===== config.mk =====
export PLATFORM = sky130hd
export DESIGN_NAME = chase_pattern_gen
export DESIGN_NICKNAME = d
export VERILOG_FILES = /design/src/rtl/chase_pkg.sv /design/src/rtl/chase_rank_list.sv /design/src/rtl/chase_width_sel.sv /design/src/rtl/chase_flip_mask.sv /design/src/rtl/chase_pattern_gen.sv
export SDC_FILE = /design/constraint.sdc
export NUM_CORES = 1
export LEC_CHECK = 0
export BUFFER_PORTS_ARGS = -buffer_cell sky130_fd_sc_hd__buf_2
export CORE_MARGIN = 1
export CORE_UTILIZATION = 42
export CTS_BUF_LIST = sky130_fd_sc_hd__clkbuf_8 sky130_fd_sc_hd__clkbuf_16
export DETAILED_ROUTE_END_ITERATION = 10
export PLACE_DENSITY = 0.66
export SYNTH_ARGS = -nofsm -noshare
export SYNTH_HDL_FRONTEND = slang
export SYNTH_SLANG_ARGS = --single-unit

===== constraint.sdc =====
create_clock -name clk -period 3.4 [get_ports clk]
set_clock_uncertainty 0.05 [all_clocks]
set_input_delay 0.51 -clock clk [delete_from_list [all_inputs] [get_ports clk]]
set_output_delay 0.51 -clock clk [all_outputs]
set_load 0.005 [all_outputs]

===== src/rtl/chase_pkg.sv =====
package chase_pkg;

    typedef enum logic [1:0] {
        PH_IN     = 2'd0,
        PH_DECIDE = 2'd1,
        PH_EMIT   = 2'd2
    } phase_e;

endpackage


===== src/rtl/chase_rank_list.sv =====
module chase_rank_list #(
    parameter int N_POS = 32,
    parameter int LLR_W = 6,
    parameter int P_HI  = 4,
    localparam int MAG_W = LLR_W - 1,
    localparam int IDX_W = $clog2(N_POS)
) (
    input  logic                              clk,
    input  logic                              rst_n,
    input  logic                              clr_i,
    input  logic                              ins_en_i,
    input  logic [MAG_W-1:0]                  ins_mag_i,
    input  logic [IDX_W-1:0]                  ins_idx_i,
    output logic [P_HI-1:0]                   ent_vld_o,
    output logic [P_HI-1:0][MAG_W-1:0]        ent_mag_o,
    output logic [P_HI-1:0][IDX_W-1:0]        ent_idx_o
);

    typedef struct packed {
        logic [P_HI-1:0]             vld;
        logic [P_HI-1:0][MAG_W-1:0]  mag;
        logic [P_HI-1:0][IDX_W-1:0]  idx;
    } list_t;

    list_t list_q, list_d, base;
    logic [P_HI-1:0] goes_before;

    always_comb begin
        base = clr_i ? '0 : list_q;
        // strict compare: an equal magnitude arriving later ranks after
        for (int k = 0; k < P_HI; k++) begin
            goes_before[k] = !base.vld[k] || (ins_mag_i < base.mag[k]);
        end
        list_d = base;
        if (ins_en_i) begin
            if (goes_before[0]) begin
                list_d.vld[0] = 1'b1;
                list_d.mag[0] = ins_mag_i;
                list_d.idx[0] = ins_idx_i;
            end
            for (int k = 1; k < P_HI; k++) begin
                if (goes_before[k]) begin
                    if (!goes_before[k-1]) begin
                        list_d.vld[k] = 1'b1;
                        list_d.mag[k] = ins_mag_i;
                        list_d.idx[k] = ins_idx_i;
                    end else begin
                        list_d.vld[k] = base.vld[k-1];
                        list_d.mag[k] = base.mag[k-1];
                        list_d.idx[k] = base.idx[k-1];
                    end
                end
            end
        end
    end

    always_ff @(posedge clk) begin
        if (!rst_n) list_q <= '0;
        else        list_q <= list_d;
    end

    assign ent_vld_o = list_q.vld;
    assign ent_mag_o = list_q.mag;
    assign ent_idx_o = list_q.idx;

endmodule


===== src/rtl/chase_width_sel.sv =====
module chase_width_sel #(
    parameter int MAG_W = 5,
    parameter int PW_W  = 3,
    parameter int P_HI  = 4
) (
    input  logic             tail_vld_i,
    input  logic [MAG_W-1:0] tail_mag_i,
    input  logic [MAG_W-1:0] thr_i,
    input  logic [PW_W-1:0]  p_lo_i,
    output logic             wide_o,
    output logic [PW_W-1:0]  width_o
);

    // single comparator on the weakest-but-P_HI magnitude
    always_comb begin
        wide_o  = !(tail_vld_i && (tail_mag_i >= thr_i));
        width_o = wide_o ? PW_W'(P_HI) : p_lo_i;
    end

endmodule


===== src/rtl/chase_flip_mask.sv =====
module chase_flip_mask #(
    parameter int N_POS = 32,
    parameter int P_HI  = 4,
    localparam int IDX_W = $clog2(N_POS),
    localparam int PW_W  = $clog2(P_HI + 1)
) (
    input  logic [P_HI-1:0]             ent_vld_i,
    input  logic [P_HI-1:0][IDX_W-1:0]  ent_idx_i,
    input  logic [P_HI-1:0]             pat_i,
    input  logic [PW_W-1:0]             width_i,
    output logic [N_POS-1:0]            mask_o
);

    logic [P_HI-1:0][N_POS-1:0] rank_mask;

    for (genvar k = 0; k < P_HI; k++) begin : g_rank
        logic active;
        assign active       = pat_i[k] && ent_vld_i[k] && (width_i > PW_W'(k));
        assign rank_mask[k] = active ? (N_POS'(1) << ent_idx_i[k]) : '0;
    end

    always_comb begin
        mask_o = '0;
        for (int k = 0; k < P_HI; k++) begin
            mask_o = mask_o | rank_mask[k];
        end
    end

endmodule


===== src/rtl/chase_pattern_gen.sv =====
module chase_pattern_gen #(
    parameter int N_POS = 32,
    parameter int LLR_W = 6,
    parameter int P_HI  = 4,
    localparam int MAG_W = LLR_W - 1,
    localparam int IDX_W = $clog2(N_POS),
    localparam int PW_W  = $clog2(P_HI + 1)
) (
    input  logic              clk,
    input  logic              rst_n,
    input  logic              in_valid,
    input  logic [LLR_W-1:0]  in_llr,
    input  logic              in_last,
    output logic              in_ready,
    input  logic [MAG_W-1:0]  cfg_thresh,
    input  logic [PW_W-1:0]   cfg_p_lo,
    output logic              out_valid,
    input  logic              out_ready,
    output logic [N_POS-1:0]  out_word,
    output logic              out_last,
    output logic              out_wide,
    output logic [PW_W-1:0]   out_width
);
    import chase_pkg::*;

    typedef struct packed {
        phase_e            phase;
        logic [IDX_W-1:0]  idx;
        logic [N_POS-1:0]  hard;
        logic [MAG_W-1:0]  thr;
        logic [PW_W-1:0]   plo;
        logic              wide;
        logic [PW_W-1:0]   width;
        logic [P_HI-1:0]   pat;
    } st_t;

    st_t s_q, s_d;

    logic                        accept, frame_start, frame_end;
    logic [LLR_W-1:0]            neg_llr;
    logic [MAG_W-1:0]            in_mag;
    logic [PW_W-1:0]             plo_eff;
    logic [P_HI-1:0]             ent_vld;
    logic [P_HI-1:0][MAG_W-1:0]  ent_mag;
    logic [P_HI-1:0][IDX_W-1:0]  ent_idx;
    logic                        sel_wide;
    logic [PW_W-1:0]             sel_width;
    logic [N_POS-1:0]            flip_mask;
    logic [P_HI:0]               pat_span;
    logic                        emit_last;

    assign in_ready    = (s_q.phase == PH_IN);
    assign accept      = in_valid && in_ready;
    assign frame_start = (s_q.idx == '0);
    assign frame_end   = in_last || (s_q.idx == IDX_W'(N_POS - 1));

    // magnitude with saturation of the most negative code
    always_comb begin
        neg_llr = -in_llr;
        if (in_llr == {1'b1, {(LLR_W-1){1'b0}}}) in_mag = '1;
        else if (in_llr[LLR_W-1])                 in_mag = neg_llr[MAG_W-1:0];
        else                                      in_mag = in_llr[MAG_W-1:0];
        plo_eff = (cfg_p_lo > PW_W'(P_HI)) ? PW_W'(P_HI) : cfg_p_lo;
    end

    chase_rank_list #(.N_POS(N_POS), .LLR_W(LLR_W), .P_HI(P_HI)) u_rank (
        .clk       (clk),
        .rst_n     (rst_n),
        .clr_i     (accept && frame_start),
        .ins_en_i  (accept),
        .ins_mag_i (in_mag),
        .ins_idx_i (s_q.idx),
        .ent_vld_o (ent_vld),
        .ent_mag_o (ent_mag),
        .ent_idx_o (ent_idx)
    );

    chase_width_sel #(.MAG_W(MAG_W), .PW_W(PW_W), .P_HI(P_HI)) u_sel (
        .tail_vld_i (ent_vld[P_HI-1]),
        .tail_mag_i (ent_mag[P_HI-1]),
        .thr_i      (s_q.thr),
        .p_lo_i     (s_q.plo),
        .wide_o     (sel_wide),
        .width_o    (sel_width)
    );

    chase_flip_mask #(.N_POS(N_POS), .P_HI(P_HI)) u_mask (
        .ent_vld_i (ent_vld),
        .ent_idx_i (ent_idx),
        .pat_i     (s_q.pat),
        .width_i   (s_q.width),
        .mask_o    (flip_mask)
    );

    assign pat_span  = ((P_HI+1)'(1) << s_q.width) - (P_HI+1)'(1);
    assign emit_last = ({1'b0, s_q.pat} == pat_span);

    always_comb begin
        s_d = s_q;
        case (s_q.phase)
            PH_IN: begin
                if (accept) begin
                    if (frame_start) begin
                        s_d.hard = '0;
                        s_d.thr  = cfg_thresh;
                        s_d.plo  = plo_eff;
                    end
                    s_d.hard[s_q.idx] = in_llr[LLR_W-1];
                    if (frame_end) begin
                        s_d.phase = PH_DECIDE;
                        s_d.idx   = '0;
                    end else begin
                        s_d.idx = s_q.idx + IDX_W'(1);
                    end
                end
            end
            PH_DECIDE: begin
                s_d.wide  = sel_wide;
                s_d.width = sel_width;
                s_d.pat   = '0;
                s_d.phase = PH_EMIT;
            end
            PH_EMIT: begin
                if (out_ready) begin
                    if (emit_last) s_d.phase = PH_IN;
                    else           s_d.pat   = s_q.pat + P_HI'(1);
                end
            end
            default: s_d.phase = PH_IN;
        endcase
    end

    always_ff @(posedge clk) begin
        if (!rst_n) s_q <= '0;
        else        s_q <= s_d;
    end

    assign out_valid = (s_q.phase == PH_EMIT);
    assign out_word  = s_q.hard ^ flip_mask;
    assign out_last  = out_valid && emit_last;
    assign out_wide  = s_q.wide;
    assign out_width = s_q.width;

endmodule


==> out/qor.yml, run 1 <==
critical_path:
  path_class: "reg2out"
  arrival_ps: 2750
  crit_fanout: 4
  start_kind: "register"
  cp-end-kind: "primary output"
  crit_required_ps: 2840
power:
  power.leakage_nw: 3.03
  power_density_nw_per_um2: 360
  peakVddDrop_v: 0.000242
synth:
  ys_warn_count: 0
  syn_avg_cell_area_um2: 7.75
  ys_ff_latch: 99
  synth_ff_type: "dfxtp_1"
  synth_top_area_share_pct: 29.8
  synth.largest_area_cell: "dfxtp_1"
  synth_nets: 903
  yosysUniqueCellTypes: 77
  netlist_top_cells_area: "dfxtp_1 30%, nand2_1 6.3%, a21oi_1 5.3%"
  async_flop_share_pct: 0
  synth_edf_count: 0
  synth_seq_area_share_pct: 29.8
  syn-cell-area_um2: 6660
  syn_inst: 859
timing:
  maxSlewViolCount: 0
  hold_viol: 0
  rsz0062_at_grt: "no"
  fin_setup_tns_ps: 0
  fin_crit_sh_pct: 97.4
  maxSlewHeadroom_pct: 48.3
  fmax_mhz: 302
  setup_viol: 0
  worstMarginPinSlew_ps: 776
  fin_crit_ps: 3310
layout:
  layout_common_cells: "111 x nand2_1, 99 x dfxtp_1, 71 x a21oi_1"
  area_delta_synth_final_pct: 16.0
  final_util_pct: 50.4
  fin_nets: 966
  finalInstanceArea_um2: 7720
  fill_cells: 1550
  drive_gt1_share_pct: 18.3
  n_antenna_cell: 0
  final_common_cell: "nand2_1"
placed_design:
  hpwl_mm: 15.8
  place_area_um2: 7430
  port-buffer-count: 57
  gp_congestion: 0.995
clocking:
  clock_path_buffers: 2
  clkTransAtPathRegs_ps: 70
  clk_latency_ps: 350
  htree_num_levels: 3
  hold_buffers: 0
  postCtsSetupBuffers: 0
  tritoncts: "built"
  cts_root_buf: "clkbuf_16"
  cts_made_buffers: 9
  cts.sinks: 99
grt:
  grt-ovfl-total: 0
  antenna_found_initial: 0
  grt_pass1_wl_mm: 33.5
  grt_pass1_vias: 6187
  track_usage_pct: 26.5
  grt_max_degree: 69
outcome:
  status: "complete, no violations"
drt:
  routed_via_density: 6.04
  routed_wl_mm: 21.0
  drtAntennaViolNets: 0
  vias: 6869
  drtPass1Iterations: 7
  avgRoutedWirePerCell_um: 18.5
  drtIter0Drc: 839
  route.detailed.drc: 0
min_path:
  min_path_type: "in2reg"
floorplan:
  die_w_um: 128
  design.die.area_um2: 16400
  fp-row-count: 45
  start_util_pct: 43.5
  die_h_um: 128
  core_um2: 15300
  io_pins: 58
run:
  cap_violations: 0
metal layers:
layer / GRT usage (%) / part of all wire, % / vias up
met5: 0 / 0 / -
met4: 10.3 / 3.2 / 0
met3: 4.97 / 6.5 / 49
met2: 41.2 / 45 / 246
met1: 36.1 / 45 / 3276
li1: - / - / 3298
cell families after synthesis:
| family | Yosys count | share of synthesized area [%] |
|---|---|---|
| AO/OA/AOI/OAI | 251 | 26.4 |
| XOR/XNOR | 36 | 4.74 |
| adder cells (fa/ha/maj) | 26 | 4.85 |
| buffers and inverters | 90 | 5.81 |
| flip-flops | 99 | 29.8 |
| multiplexers | 26 | 3.95 |
| AND/OR/NAND/NOR | 331 | 24.5 |
registers in the layout, summed over array words and instances, names as in the netlist:
signal / cells
out_wide: 1
s_q: 51
u_rank.ent_vld_o: 4
u_rank.ent_mag_o: 20
out_width: 3
u_rank.ent_idx_o: 20
critical path: stages, from the launching register on:
cell and delay (ps):
dfxtp_1 300, or3_1 430, and3_1 250, nor2b_1 170, and3_1 260, a222oi_1 430, o21ai_1 200, xor2_1 200
buf_2 140
cells in the mapped netlist, drive strengths merged, types with 4 or more instances:
cell type  number
nand3          56
a221oi          4
a21oi          71
nand4          11
buf            17
nor2           50
or3             7
o21ai          33
a22oi          28
nand2         113
nor3           15
dfxtp          99
xnor2          10
a31oi           8
a21o            4
a222oi          6
o31a            4
nand3b          5
mux2i          24
ha             25
o22ai           4
a211oi          8
o211ai         30
nand2b         13
or2             5
and3           16
o221ai         20
a32oi           5
and2           13
clkbuf         49
nor2b          12
inv            23
xor2           26
final timing paths:
| kind | from | depth (start not counted) | endpoint | slack, ps |
|---|---|---|---|---|
| worst min register to register | s_q[8] | 2 | s_q[8] | 400 |
| worst max-delay path | out_width[0] | 8 | out_word[20] | 90 |
| worst min-delay path | cfg_thresh[0] | 3 | s_q[11] | 340 |
| worst max register to register | s_q[48] | 16 | u_rank.ent_idx_o[15] | 250 |
per-stage QoR:
stage	instances	power, mW	setup slack, ps	hold WS, ps
final	1138	2.78	87.0	340
after global routing	1138	2.92	14.3	343
after CTS	1138	2.79	86.7	332
after detailed placement	1122	1.81	-145	395
after global placement	1122	1.80	-102	392
after floorplan	859	1.62	-55.7	382
layout make-up:
| cell class | instances | area (µm²) | share of cell area (%) |
|---|---|---|---|
| clock buffer | 10 | 239 | 3.10 |
| clock inverter | 6 | 42.5 | 0.551 |
| inverter | 24 | 95.1 | 1.23 |
| multi-input combinational | 670 | 4340 | 56.2 |
| sequential | 99 | 1980 | 25.7 |
| tap | 211 | 264 | 3.42 |
| timing repair buffer | 118 | 756 | 9.79 |
where the power goes:
| part | internal [mW] | switching, mW |
|---|---|---|
| sequential | 1.20 | 0.0417 |
| clock | 0.517 | 0.474 |
| combinational | 0.220 | 0.331 |
what timing repair did:
item                                    in CTS  in global routing
resized for setup                            0                  2
endpoints found under the setup margin       0                  2
hold endpoints to repair                     0                  0
Power figures use the tool's default switching activity.
==> inputs of run 2 (changes only) <==
--- a/config.mk
+++ b/config.mk
@@ -7,10 +7,10 @@
 export LEC_CHECK = 0
 export BUFFER_PORTS_ARGS = -buffer_cell sky130_fd_sc_hd__buf_2
 export CORE_MARGIN = 1
-export CORE_UTILIZATION = 42
+export CORE_UTILIZATION = 25
 export CTS_BUF_LIST = sky130_fd_sc_hd__clkbuf_8 sky130_fd_sc_hd__clkbuf_16
 export DETAILED_ROUTE_END_ITERATION = 10
-export PLACE_DENSITY = 0.66
+export PLACE_DENSITY = 0.45
 export SYNTH_ARGS = -nofsm -noshare
 export SYNTH_HDL_FRONTEND = slang
 export SYNTH_SLANG_ARGS = --single-unit
==> constraint.sdc (replaced) <==
create_clock -name clk -period 3.4 [get_ports clk]
set_clock_uncertainty 0.05 [all_clocks]
set_input_delay 0.68 -clock clk [delete_from_list [all_inputs] [get_ports clk]]
set_output_delay 0.68 -clock clk [all_outputs]
set_load 0.005 [all_outputs]
==> out/qor.yml, run 2 (synthesis gave the netlist of run 1 again) <==
outcome:
  status: "complete, no violations"  # unchanged
power:
  p_total_mw: 3.05  # was 2.78 mW
  peakVddDrop_v: 0.000308  # was 0.000242 V
  power.leakage_nw: 3.19  # was 3.03 nW
  power_density_nw_per_um2: 370  # was 360 nW/µm²
grt:
  grt_pass1_vias: 6381  # was 6187
  antenna_found_initial: 0  # unchanged
  grt_max_degree: 69  # unchanged
  grt_pass1_wl_mm: 38.2  # was 33.5 mm
  grt-ovfl-total: 0  # unchanged
  track_usage_pct: 18.5  # was 26.5%
floorplan:
  io_pins: 58  # unchanged
  fp-row-count: 59  # was 45
  die_h_um: 165  # was 128 µm
  die_w_um: 165  # was 128 µm
  core_um2: 26100  # was 15300 µm²
  design.die.area_um2: 27300  # was 16400 µm²
  start_util_pct: 25.5  # was 43.5%
critical_path:
  path_class: "in2reg"  # was reg2out
  cp-end-kind: "register"  # was primary output
  crit_required_ps: 3630  # was 2840 ps
  reg2reg_depth: 14  # was 16
  crit_fanout: 3  # was 4
  arrival_ps: 3520  # was 2750 ps
  start_kind: "primary input"  # was register
clocking:
  cts_root_buf: "clkbuf_16"  # unchanged
  cts.sinks: 99  # unchanged
  clkTransAtPathRegs_ps: 70  # about the same
  cts_made_buffers: 9  # unchanged
  htree_num_levels: 3  # unchanged
  tritoncts: "built"  # unchanged
  clock_path_buffers: 2  # unchanged
  clk_latency_ps: 360  # was 350 ps
timing:
  hold_viol: 0  # unchanged
  maxSlewViolCount: 0  # unchanged
  whs_ps: 406  # was 340 ps
  maxSlewHeadroom_pct: 43.6  # was 48.3%
  fin_crit_ps: 3300  # was 3310 ps
  fmax_mhz: 303  # was 302 MHz
  fin_crit_sh_pct: 97.0  # was 97.4%
  worstMarginPinSlew_ps: 846  # was 776 ps
  setup_viol: 0  # unchanged
  rsz0062_at_grt: "no"  # unchanged
placed_design:
  port-buffer-count: 57  # unchanged
  gp_congestion: 0.956  # was 0.995
  hpwl_mm: 18.7  # was 15.8 mm
layout:
  fin_nets: 990  # was 966
  area_delta_synth_final_pct: 24.0  # was 16.0%
  drive_gt1_share_pct: 22.1  # was 18.3%
  final_util_pct: 31.7  # was 50.4%
  layout_common_cells: "110 x nand2_1, 99 x dfxtp_1, 81 x buf_4"  # was 111 x nand2_1, 99 x dfxtp_1, 71 x a21oi_1
  largest_register: "s_q"  # unchanged
  fill_cells: 2783  # was 1550
  largest_reg_flops: 51  # unchanged
  regArea_um2: 1980  # unchanged
  final_common_cell: "nand2_1"  # unchanged
  multi_input_comb_area_um2: 4460  # was 4340 µm²
  n_antenna_cell: 0  # unchanged
drt:
  drtPass1Iterations: 5  # was 7
  vias: 6896  # was 6869
  route.detailed.drc: 0  # unchanged
  routed_wl_mm: 24.7  # was 21.0 mm
  routed_via_density: 5.36  # was 6.04
  avgRoutedWirePerCell_um: 19.2  # was 18.5 µm
  drtAntennaViolNets: 0  # unchanged
  drtIter0Drc: 762  # was 839
min_path:
  hold_depth: 2  # was 3
  min_path_type: "reg2reg"  # was in2reg
run:
  cap_violations: 0  # unchanged
-- run 2: cell types whose count changed in the layout (fill, tap and decap cells not counted), sizes merged --
cell,previous run,this run
inv,25,28
buf,118,142
clkbuf,10,9
clkinv,4,0
bufinv,0,2
-- run 2: routing by layer --
metal	global-route usage, %	vias to the layer above	wire length (µm)
met4	5.17	0	416
met3	3.47	29	1280
met5	0	-	0
met1	25.5	3311	11600
met2	29.3	211	11400
li1	-	3345	-
-- run 2: final cells by class --
cell class | instances | area share (%)
clock buffers | 9 | 2.73
clock inverters | 7 | 1.21
inverters | 24 | 1.33
multi-input cells | 670 | 54.0
flip-flops and latches | 99 | 24.0
well taps | 335 | 5.08
repair buffers | 142 | 11.7
-- run 2: through the flow --
step	cells	setup TNS [ps]	cell area, µm²	setup WS (ps)
6_report	1286	0	8250	101
5_1_grt	1286	0	8250	1.05
4_1_cts	1285	0	8140	0.253
3_5_place_dp	1269	-11360	7800	-380
3_3_place_gp	1269	-9490	7800	-339
2_1_floorplan	859	-797	6750	-210
-- run 2: what timing repair did --
item	CTS	global route
resized for setup	6	25
hold buffers	0	0
buffers inserted	0	1
endpoints found under the setup margin	7	31
pin swaps	2	15
-- run 2: final timing paths --
path	slack [ps]	to	startpoint
worst max-delay path	100	u_rank.ent_mag_o[19]	in_llr[1]
worst min-delay path	410	s_q[9]	s_q[9]
worst max register to register	200	u_rank.ent_idx_o[7]	s_q[48]
worst min register to register	410	s_q[9]	s_q[9]
-- run 2: power by group --
group / switching, mW / internal (mW)
clock: 0.526 / 0.655
combinational: 0.378 / 0.258
sequential: 0.0401 / 1.20
-- run 2: worst max-delay path: stages --
cell      delay [ps]
buf_4            140
inv_12            50
ha_4             120
or3b_4           370
or3_4            340
o211ai_1         180
ha_2             340
o21ai_2          160
a32oi_2          100
maj3_2           350
o21a_4           220
mux2_4           300
a211oi_2         160
==> inputs of run 3 (changes only) <==
--- a/config.mk
+++ b/config.mk
@@ -6,11 +6,13 @@
 export NUM_CORES = 1
 export LEC_CHECK = 0
 export BUFFER_PORTS_ARGS = -buffer_cell sky130_fd_sc_hd__buf_2
+export CELL_PAD_IN_SITES_DETAIL_PLACEMENT = 1
+export CELL_PAD_IN_SITES_GLOBAL_PLACEMENT = 1
 export CORE_MARGIN = 1
 export CORE_UTILIZATION = 25
 export CTS_BUF_LIST = sky130_fd_sc_hd__clkbuf_8 sky130_fd_sc_hd__clkbuf_16
 export DETAILED_ROUTE_END_ITERATION = 10
-export PLACE_DENSITY = 0.45
+export PLACE_DENSITY = 0.56
 export SYNTH_ARGS = -nofsm -noshare
 export SYNTH_HDL_FRONTEND = slang
 export SYNTH_SLANG_ARGS = --single-unit
==> out/qor.yml, run 3 (synthesis gave the netlist of run 1 again) <==
clocking:
  htree_num_levels: 3  # unchanged
  tritoncts: "built"  # unchanged
  clk_latency_ps: 370  # was 360 ps
  cts.sinks: 99  # unchanged
  cts_root_buf: "clkbuf_16"  # unchanged
  clkTransAtPathRegs_ps: 80  # was 70 ps
  clock_path_buffers: 2  # unchanged
  cts_made_buffers: 9  # unchanged
placed_design:
  gp_congestion: 0.890  # was 0.956
  port-buffer-count: 57  # unchanged
  hpwl_mm: 19.9  # was 18.7 mm
grt:
  grt-ovfl-total: 0  # unchanged
  track_usage_pct: 19.5  # was 18.5%
  grt_pass1_wl_mm: 40.1  # was 38.2 mm
  antenna_found_initial: 0  # unchanged
  grt_max_degree: 69  # unchanged
  grt_pass1_vias: 6870  # was 6381
critical_path:
  path_cells: "buf_4 -> inv_8 -> ha_4 -> or3b_4 -> or3_4 -> o211ai_1 -> buf_4 -> ha_1 -> o21ai_0 -> a41oi_1 -> nor2_2 -> o221ai_2 -> buf_12 -> and4_1 -> a311o_1"  # was buf_4 -> inv_12 -> ha_4 -> or3b_4 -> or3_4 -> o211ai_1 -> ha_2 -> o21ai_2 -> a32oi_2 -> maj3_2 -> o21a_4 -> mux2_4 -> a211oi_2
  path_class: "in2reg"  # unchanged
  slowest_delay_ps: 370  # about the same
  timing.rr.start: "s_q[48]"  # unchanged
  reg2reg_depth: 16  # was 14
  cpMostUsedCell: "buf_4"
  crit_required_ps: 3600  # was 3630 ps
  cp-end-kind: "register"  # unchanged
  crit_fanout: 9  # was 3
  crit_path_start: "in_llr[0]"  # was in_llr[1]
  start_kind: "primary input"  # unchanged
  arrival_ps: 3530  # was 3520 ps
  regToRegSetupSlack_ps: 350  # was 200 ps
  endpoint: "u_rank.ent_idx_o[8]"  # was u_rank.ent_mag_o[19]
  cpMaxStageDelayCell: "or3b_4"  # unchanged
  reg2reg_to: "u_rank.ent_idx_o[8]"  # was u_rank.ent_idx_o[7]
timing:
  fin_crit_sh_pct: 98.1  # was 97.0%
  maxSlewHeadroom_pct: 37.5  # was 43.6%
  maxSlewViolCount: 0  # unchanged
  hold_viol: 0  # unchanged
  fin_crit_ps: 3340  # was 3300 ps
  fmax_mhz: 300  # was 303 MHz
  setup_viol: 0  # unchanged
  rsz0062_at_grt: "yes"  # was no
  whs_ps: 409  # was 406 ps
  worstMarginPinSlew_ps: 934  # was 846 ps
  fin_setup_tns_ps: 0  # unchanged
drt:
  route.detailed.drc: 0  # unchanged
  avgRoutedWirePerCell_um: 20.4  # was 19.2 µm
  drtIter0Drc: 425  # was 762
  routed_via_density: 5.36  # about the same
  vias: 6859  # was 6896
  drtPass1Iterations: 5  # unchanged
  drtAntennaViolNets: 0  # unchanged
  routed_wl_mm: 26.1  # was 24.7 mm
floorplan:
  design.die.area_um2: 27300  # unchanged
  die_w_um: 165  # unchanged
  fp-row-count: 59  # unchanged
  die_h_um: 165  # unchanged
  start_util_pct: 25.5  # unchanged
  core_um2: 26100  # unchanged
  io_pins: 58  # unchanged
layout:
  n_antenna_cell: 0  # unchanged
  layout_common_cells: "110 x nand2_1, 98 x dfxtp_1, 74 x buf_4"  # was 110 x nand2_1, 99 x dfxtp_1, 81 x buf_4
  fin_nets: 983  # was 990
  area_delta_synth_final_pct: 23.6  # was 24.0%
  final_common_cell: "nand2_1"  # unchanged
  largest_register: "s_q"  # unchanged
  final_util_pct: 31.6  # was 31.7%
  drive_gt1_share_pct: 21.8  # was 22.1%
  largest_reg_flops: 51  # unchanged
  fill_cells: 3138  # was 2783
power:
  peakVddDrop_v: 0.000239  # was 0.000308 V
  power_density_nw_per_um2: 377  # was 370 nW/µm²
  power.leakage_nw: 3.17  # was 3.19 nW
run:
  cap_violations: 0  # unchanged
outcome:
  status: "complete, no violations"  # unchanged
min_path:
  min_path_type: "reg2reg"  # unchanged
run 3: changes by cell type in the layout (fill, tap and decap cells not counted), moves of 2 or more:
cell / previous run / this run
buf_4: 81 / 74
nor3_2: 1 / 3
nor3_1: 14 / 12
buf_12: 2 / 4
clkbuf_8: 0 / 2
run 3: worst min-delay path by stage:
stage | from | endpoint | slack, ps | depth (start not counted)
after floorplan | s_q[8] | s_q[8] | 380 | 2
after global placement | s_q[8] | s_q[8] | 390 | 2
after detailed placement | s_q[8] | s_q[8] | 400 | 2
after CTS | s_q[8] | s_q[8] | 410 | 2
after global routing | s_q[8] | s_q[8] | 430 | 2
final | s_q[8] | s_q[8] | 410 | 2
run 3: power by group:
| group | internal, mW | total [mW] | switching [mW] |
|---|---|---|---|
| logic | 0.249 | 0.634 | 0.385 |
| registers | 1.20 | 1.24 | 0.0409 |
| clock network | 0.700 | 1.23 | 0.530 |
run 3: layer usage:
metal  routed length [µm]  GRT usage [%]  part of all wire, %  vias to the layer above
li1                     -              -                    -                     3317
met1                12200           25.9                   47                     3362
met2                12100           31.9                   47                      148
met3                 1070           3.45                  4.1                       32
met4                  645           6.05                  2.5                        0
met5                    0              0                    0                        -
run 3: through the flow:
stage	setup WS (ps)	power [mW]	std cells	instance area, µm²
floorplan	-210	1.63	859	6750
finish	63.1	3.10	1279	8230
global route	-33.5	3.24	1279	8230
global placement	-373	1.88	1260	7770
detailed placement	-445	1.88	1260	7770
CTS	2.14	3.13	1277	8150
run 3: worst max-delay path: cells and delay by family:
family,cells,cell delay (ps)
adders and majority gates,2,320
buffers and inverters,4,550
AOI/OAI and AO/OA,5,910
and+or+nand+nor,4,1060
run 3: final cells by class:
class / instances / area, µm² / share of cell area (%)
clock buffer: 11 / 253 / 3.07
clock inverter: 5 / 91.3 / 1.11
inverter: 24 / 110 / 1.34
multi-input combinational: 670 / 4440 / 53.9
sequential: 99 / 1980 / 24.1
tap: 335 / 419 / 5.10
timing repair buffer: 135 / 933 / 11.3
run 3: what timing repair did:
action                                  4_1_cts  5_1_grt
gates resized for setup                      14       13
gates cloned                                  0        0
buffers inserted                              1        2
pin swaps                                    13        9
hold buffers                                  0        0
endpoints found under the setup margin       22       30
